`src/rtl/rdu_pkg.sv`:
```
package rdu_pkg;

  typedef enum logic [1:0] {
    OSC_STOP = 2'd0,
    OSC_HOLD = 2'd1,
    OSC_RUN  = 2'd2
  } osc_mode_e;

  // Chain bit carried by each non-zero rate code
  function automatic int tap_of(input int code);
    if (code == 1)      return 6;
    else if (code == 2) return 7;
    else                return code - 2;
  endfunction

endpackage

```
`src/rtl/rdu_mode_decode.sv`:
```
module rdu_mode_decode
  import rdu_pkg::*;
(
  input  logic       clk,
  input  logic       rst,
  input  logic [2:0] osc_ctl,
  output osc_mode_e  mode,
  output logic       run_entry
);

  logic run_q;

  always_comb begin
    casez (osc_ctl)
      3'b010:  mode = OSC_RUN;
      3'b11?:  mode = OSC_HOLD;
      default: mode = OSC_STOP;
    endcase
  end

  always_ff @(posedge clk) begin
    if (rst) run_q <= 1'b0;
    else     run_q <= (mode == OSC_RUN);
  end

  assign run_entry = (mode == OSC_RUN) && !run_q;

  AST_ENTRY_SINGLE: assert property (@(posedge clk) disable iff (rst)
    run_entry |=> !run_entry);

endmodule

```
`src/rtl/rdu_chain.sv`:
```
module rdu_chain
  import rdu_pkg::*;
#(
  parameter int STAGES = 15
) (
  input  logic              clk,
  input  logic              rst,
  input  logic              tick,
  input  osc_mode_e         mode,
  input  logic              run_entry,
  output logic [STAGES-1:0] cnt_q,
  output logic [STAGES-1:0] cnt_nxt,
  output logic              wrap
);

  localparam logic [STAGES-1:0] MIDPOINT = {1'b1, {(STAGES-1){1'b0}}};

  always_comb begin
    cnt_nxt = cnt_q;
    wrap    = 1'b0;
    case (mode)
      OSC_HOLD: cnt_nxt = '0;
      OSC_RUN: begin
        if (run_entry) begin
          cnt_nxt = MIDPOINT;
        end else if (tick) begin
          cnt_nxt = cnt_q + 1'b1;
          wrap    = &cnt_q;
        end
      end
      default: cnt_nxt = cnt_q;
    endcase
  end

  always_ff @(posedge clk) begin
    if (rst) cnt_q <= '0;
    else     cnt_q <= cnt_nxt;
  end

  AST_HOLD_AT_ZERO: assert property (@(posedge clk) disable iff (rst)
    (mode == OSC_HOLD) |=> (cnt_q == '0));
  AST_STOP_FROZEN: assert property (@(posedge clk) disable iff (rst)
    (mode == OSC_STOP) |=> $stable(cnt_q));
  AST_ENTRY_MIDPOINT: assert property (@(posedge clk) disable iff (rst)
    run_entry |=> (cnt_q == MIDPOINT));

endmodule

```
`src/rtl/rdu_tap_mux.sv`:
```
module rdu_tap_mux
  import rdu_pkg::*;
#(
  parameter int STAGES = 15,
  parameter int RATE_W = 4
) (
  input  logic              clk,
  input  logic              rst,
  input  logic [STAGES-1:0] cnt_q,
  input  logic [STAGES-1:0] cnt_nxt,
  input  logic [RATE_W-1:0] rate_sel,
  input  logic              sqw_en,
  output logic              sqw,
  output logic              periodic_pulse
);

  localparam int NCODES = 1 << RATE_W;

  logic [NCODES-1:0] tap_now;
  logic [NCODES-1:0] tap_old;
  logic              sel_now;
  logic              sel_old;

  for (genvar c = 0; c < NCODES; c++) begin : g_tap
    if (c == 0) begin : g_off
      assign tap_now[c] = 1'b0;
      assign tap_old[c] = 1'b0;
    end else begin : g_on
      localparam int TI = tap_of(c);
      assign tap_now[c] = cnt_nxt[TI];
      assign tap_old[c] = cnt_q[TI];
    end
  end

  assign sel_now = tap_now[rate_sel];
  assign sel_old = tap_old[rate_sel];

  always_ff @(posedge clk) begin
    if (rst) begin
      sqw            <= 1'b0;
      periodic_pulse <= 1'b0;
    end else begin
      sqw            <= sqw_en && sel_now;
      periodic_pulse <= sel_now && !sel_old;
    end
  end

  AST_SQW_LOW_DISABLED: assert property (@(posedge clk) disable iff (rst)
    !sqw_en |=> !sqw);
  AST_NO_PULSE_CODE0: assert property (@(posedge clk) disable iff (rst)
    (rate_sel == '0) |=> !periodic_pulse);

endmodule

```
`src/rtl/rdu_update_seq.sv`:
```
module rdu_update_seq #(
  parameter int STAGES   = 15,
  parameter int UIP_LEAD = 8
) (
  input  logic              clk,
  input  logic              rst,
  input  logic [STAGES-1:0] cnt_nxt,
  input  logic              wrap,
  input  logic              running,
  input  logic              set_hold,
  output logic              update_strobe,
  output logic              update_in_progress,
  output logic              update_done
);

  localparam logic [STAGES-1:0] UIP_START = {STAGES{1'b1}} - STAGES'(UIP_LEAD - 1);

  logic warn_d;

  assign warn_d = !set_hold && running && ((cnt_nxt >= UIP_START) || wrap);

  always_ff @(posedge clk) begin
    if (rst) begin
      update_strobe      <= 1'b0;
      update_in_progress <= 1'b0;
      update_done        <= 1'b0;
    end else begin
      update_strobe      <= wrap && !set_hold;
      update_in_progress <= warn_d;
      update_done        <= update_strobe;
    end
  end

  AST_NO_STROBE_IN_SET: assert property (@(posedge clk) disable iff (rst)
    set_hold |=> !update_strobe);
  AST_NO_UIP_IN_SET: assert property (@(posedge clk) disable iff (rst)
    set_hold |=> !update_in_progress);
  AST_UIP_COVERS_STROBE: assert property (@(posedge clk) disable iff (rst)
    update_strobe |-> update_in_progress);
  AST_DONE_AFTER_STROBE: assert property (@(posedge clk) disable iff (rst)
    update_strobe |=> (update_done && !update_strobe));

endmodule

```
`src/rtl/rate_div_uip.sv`:
```
module rate_div_uip
  import rdu_pkg::*;
#(
  parameter int STAGES   = 15,
  parameter int RATE_W   = 4,
  parameter int UIP_LEAD = 8
) (
  input  logic              clk,
  input  logic              rst,
  input  logic              tick_32k,
  input  logic [2:0]        osc_ctl,
  input  logic [RATE_W-1:0] rate_sel,
  input  logic              sqw_en,
  input  logic              set_hold,
  output logic              sqw,
  output logic              periodic_pulse,
  output logic              update_strobe,
  output logic              update_in_progress,
  output logic              update_done
);

  osc_mode_e         mode;
  logic              run_entry;
  logic [STAGES-1:0] cnt_q;
  logic [STAGES-1:0] cnt_nxt;
  logic              wrap;

  rdu_mode_decode u_mode (
    .clk       (clk),
    .rst       (rst),
    .osc_ctl   (osc_ctl),
    .mode      (mode),
    .run_entry (run_entry)
  );

  rdu_chain #(.STAGES(STAGES)) u_chain (
    .clk       (clk),
    .rst       (rst),
    .tick      (tick_32k),
    .mode      (mode),
    .run_entry (run_entry),
    .cnt_q     (cnt_q),
    .cnt_nxt   (cnt_nxt),
    .wrap      (wrap)
  );

  rdu_tap_mux #(.STAGES(STAGES), .RATE_W(RATE_W)) u_taps (
    .clk            (clk),
    .rst            (rst),
    .cnt_q          (cnt_q),
    .cnt_nxt        (cnt_nxt),
    .rate_sel       (rate_sel),
    .sqw_en         (sqw_en),
    .sqw            (sqw),
    .periodic_pulse (periodic_pulse)
  );

  rdu_update_seq #(.STAGES(STAGES), .UIP_LEAD(UIP_LEAD)) u_upd (
    .clk                (clk),
    .rst                (rst),
    .cnt_nxt            (cnt_nxt),
    .wrap               (wrap),
    .running            (mode == OSC_RUN),
    .set_hold           (set_hold),
    .update_strobe      (update_strobe),
    .update_in_progress (update_in_progress),
    .update_done        (update_done)
  );

  AST_HOLD_QUIET: assert property (@(posedge clk) disable iff (rst)
    (osc_ctl[2:1] == 2'b11) |=> (!update_strobe && !update_in_progress));
  AST_STROBE_DONE_EXCL: assert property (@(posedge clk) disable iff (rst)
    $onehot0({update_strobe, update_done}));

endmodule

```
`config.mk`:
```
export PLATFORM = sky130hd
export DESIGN_NAME = rate_div_uip
export DESIGN_NICKNAME = d
export VERILOG_FILES = /design/src/rtl/rdu_pkg.sv /design/src/rtl/rdu_mode_decode.sv /design/src/rtl/rdu_chain.sv /design/src/rtl/rdu_tap_mux.sv /design/src/rtl/rdu_update_seq.sv /design/src/rtl/rate_div_uip.sv
export SDC_FILE = /design/constraint.sdc
export NUM_CORES = 1
export LEC_CHECK = 0
export ABC_AREA = 1
export BUFFER_PORTS_ARGS = -buffer_cell sky130_fd_sc_hd__buf_2
export CAP_MARGIN = 15
export CORE_MARGIN = 2
export CORE_UTILIZATION = 52
export DETAILED_ROUTE_END_ITERATION = 8
export PLACE_DENSITY_LB_ADDON = 0.25
export SLEW_MARGIN = 25
export SYNTH_ARGS = -nofsm -noshare
export SYNTH_HDL_FRONTEND = slang
export SYNTH_SLANG_ARGS = --single-unit
export TNS_END_PERCENT = 30
```
`constraint.sdc`:
```
create_clock -name clk -period 1.9 [get_ports clk]
set_input_delay 0.285 -clock clk [delete_from_list [all_inputs] [get_ports clk]]
set_output_delay 0.285 -clock clk [all_outputs]
set_load 0.01 [all_outputs]
```
==> summary.txt <==
Synth Cell Area -> 0.00147 mm2
Worst Skew -> 0.00809 ns
Critical path capture point type -> register
GRT Total Usage -> 26.7%
Leading post-synthesis cells by cell area -> dfxtp_1 29%, nand3_1 12%, nand2_1 11%
WP data arrival -> 2.09 ns
Top FF cell, synth -> dfxtp_1
Die Y -> 57.2 um
Min Hold Slack -> 0.175 ns
First-pass GRT wire length -> 6.88 mm
CTS hold repair buffers -> 0
Total routed wirelength -> 4.30 mm
Number of diodes -> 0
DRC -> 0
Share of synthesized registers carrying an async set or reset -> 0%
Top Family by Delay on Critical Path -> buffers and inverters
Dpl ws -> -0.225 ns
Post-layout nets -> 301
Clock Root Buffer -> clkbuf_4
Area leader, netlist -> dfxtp_1
DRT iter0 DRCs -> 178
Post-Synthesis Cells -> 237
Die area -> 0.00328 mm2
Met2 Use GR -> 42.4%
FP Rows -> 19
First-pass iteration count of the detailed router -> 4
Max-cap violation count -> 0
FMAX -> 537 MHz
Hold Vio Cnt, Final -> 0
Max_slew headroom -> 75.6%
Worst path cell trace -> buf_2 -> nor3b_2 -> ha_2 -> buf_6 -> a21oi_4 -> buf_4 -> a21oi_2 -> o21ai_1 -> buf_4 -> nand2_1 -> nand3_1 -> nand3_1 -> nand3_2 -> a21oi_1
P&R area growth vs syn -> 31.5%
CP peak stage delay -> 0.34 ns
Count leader, synth -> nand2_1
Worst hold path type -> in2reg
Nature of the critical path startpoint -> primary input
GRT busiest layer -> met2
Status -> finished, final reports clean
Final core utilization -> 70.9%
Met3 usage -> 3.63%
CTS sink cnt -> 21
Yosys reg bits -> 21
Largest net degree at the start of global routing -> 20
Period utilisation layout -> 97.9%
DP HPWL -> 3.08 mm
Met1 GRT Util -> 36.9%
Die width -> 57.2 um
VDD IR-drop max -> 0.000419 V
Synth warnings -> 0
Syn Area/Cell -> 6.22 um2
I/O pins -> 17
Worst-path maximum fanout -> 4
Worst Reg-to-Reg Cells -> 11
Avg Vias per Cell -> 5.59
Pwr dens -> 436 mW/mm2
Layout cell share with drive strength beyond 1 -> 32.2%
Hold depth -> 3
Crit Path Category -> in2reg
Cell at the slowest stage of the critical path -> ha_2
Worst path depth -> 14
Fin. max-slew vios -> 0
Worst Max-Slew Pin Slew -> 0.366 ns
Clk_lat worst skew -> 0.32 ns
H-tree levels -> 1
Via Count -> 1773
Initial Util -> 53.9%
Synth cell types -> 27
LEAKAGE -> 0.824 nW
CTS Buffer Depth -> 2
Final setup violating endpoints -> 0
Initial antenna violation count -> 0
Final worst slack -> 0.0391 ns
Routability cong. -> 0.908
Post-Route Setup TNS -> 0 ns
Critical Path RT -> 2.13 ns
IO buf count -> 16
EDFF count, synth -> 0
Routed len/inst -> 13.6 um
Register area share after synthesis -> 28.5%
Tmin final -> 1.86 ns
Crit path buf inv count -> 4
CTS tree -> built
CORE AREA -> 0.00273 mm2
Vias in the first global route -> 1598
Syn_nets -> 251
Num CTS Buffers -> 3
Top-area cell type share of the netlist area -> 28.5%
Antenna-violating nets left -> 0
GRT overflow -> 0
Synth top cells by count -> 45 x nand2_1, 35 x nand3_1, 30 x nor2_1
Clk pin slew, worst setup/hold paths -> 0.13 ns
tightest hold or removal path: cells and delay by family:
| family | cells | cell delay, ns |
|---|---|---|
| compound gates | 1 | 0.03 |
| buf+inv | 1 | 0.09 |
| simple gates | 1 | 0.05 |
flip-flops by register name, summed over array words and instances (netlist names):
signal,cells
u_chain.cnt_q,15
u_mode.run_q,1
u_taps.periodic_pulse,1
u_taps.sqw,1
u_upd.update_done,1
u_upd.update_in_progress,1
u_upd.update_strobe,1
kinds of logic (layout without fill, tap and decap cells):
group | after synthesis | after routing | synth area share, %
AND/OR/NAND/NOR | 144 | 144 | 47.1
buffers and inverters | 37 | 86 | 9.76
flip-flops | 21 | 21 | 28.5
AO/OA/AOI/OAI | 33 | 33 | 12.9
adder cells (fa/ha/maj) | 2 | 2 | 1.70
metrics by stage:
| stage | instance area [um2] | std cells | power (W) |
|---|---|---|---|
| 5_1_grt | 1940 | 317 | 0.000880 |
| 2_1_floorplan | 1470 | 237 | 0.000541 |
| 6_report | 1940 | 317 | 0.000845 |
| 3_3_place_gp | 1770 | 305 | 0.000599 |
| 4_1_cts | 1800 | 309 | 0.000828 |
| 3_5_place_dp | 1770 | 305 | 0.000599 |
worst paths after layout:
kind / start / slack [ns] / to
worst max-delay path: osc_ctl[0] / 0.04 / u_taps.sqw
worst min-delay path: sqw_en / 0.17 / u_taps.sqw
worst max register to register: u_chain.cnt_q[1] / 0.14 / u_upd.update_in_progress
worst min register to register: u_upd.update_strobe / 0.44 / u_upd.update_done
layer usage:
| metal | routed length, um | up-vias |
|---|---|---|
| met4 | 109 | 0 |
| met2 | 1970 | 83 |
| met5 | 0 | - |
| li1 | - | 887 |
| met1 | 1830 | 792 |
| met3 | 399 | 11 |
area by class of cell:
| type | instances | area [um2] |
|---|---|---|
| well taps | 31 | 38.8 |
| clock buffers | 3 | 22.5 |
| repair buffers | 52 | 358 |
| multi-input cells | 179 | 977 |
| flip-flops and latches | 21 | 422 |
| clock inverters | 1 | 5.00 |
| inverters | 30 | 115 |
| fillers | 220 | 796 |
layout by cell type (no fill, tap or decap), drive strengths merged:
master   n
inv     30
a21oi   16
ha       2
o21bai   1
nor4     2
clkinv   1
o311ai   1
nand4   10
nor3     9
clkbuf   3
nor3b    1
nor2    34
o21ai   15
nand3   38
buf     52
nand3b   1
dfxtp   21
nand2   49
report_power, final:
| group | internal, W | total, W | leakage [nW] | switching [W] |
|---|---|---|---|---|
| Sequential | 0.000446 | 0.000448 | 0.170 | 0.00000238 |
| Clock | 0.0000789 | 0.000228 | 0.0177 | 0.000149 |
| Combinational | 0.0000737 | 0.000169 | 0.636 | 0.0000953 |
what timing repair did:
item,in CTS,in global routing
resized for setup,0,22
setup endpoints to repair,0,4
buffers inserted,0,8
(Power assumes the default switching activity.)
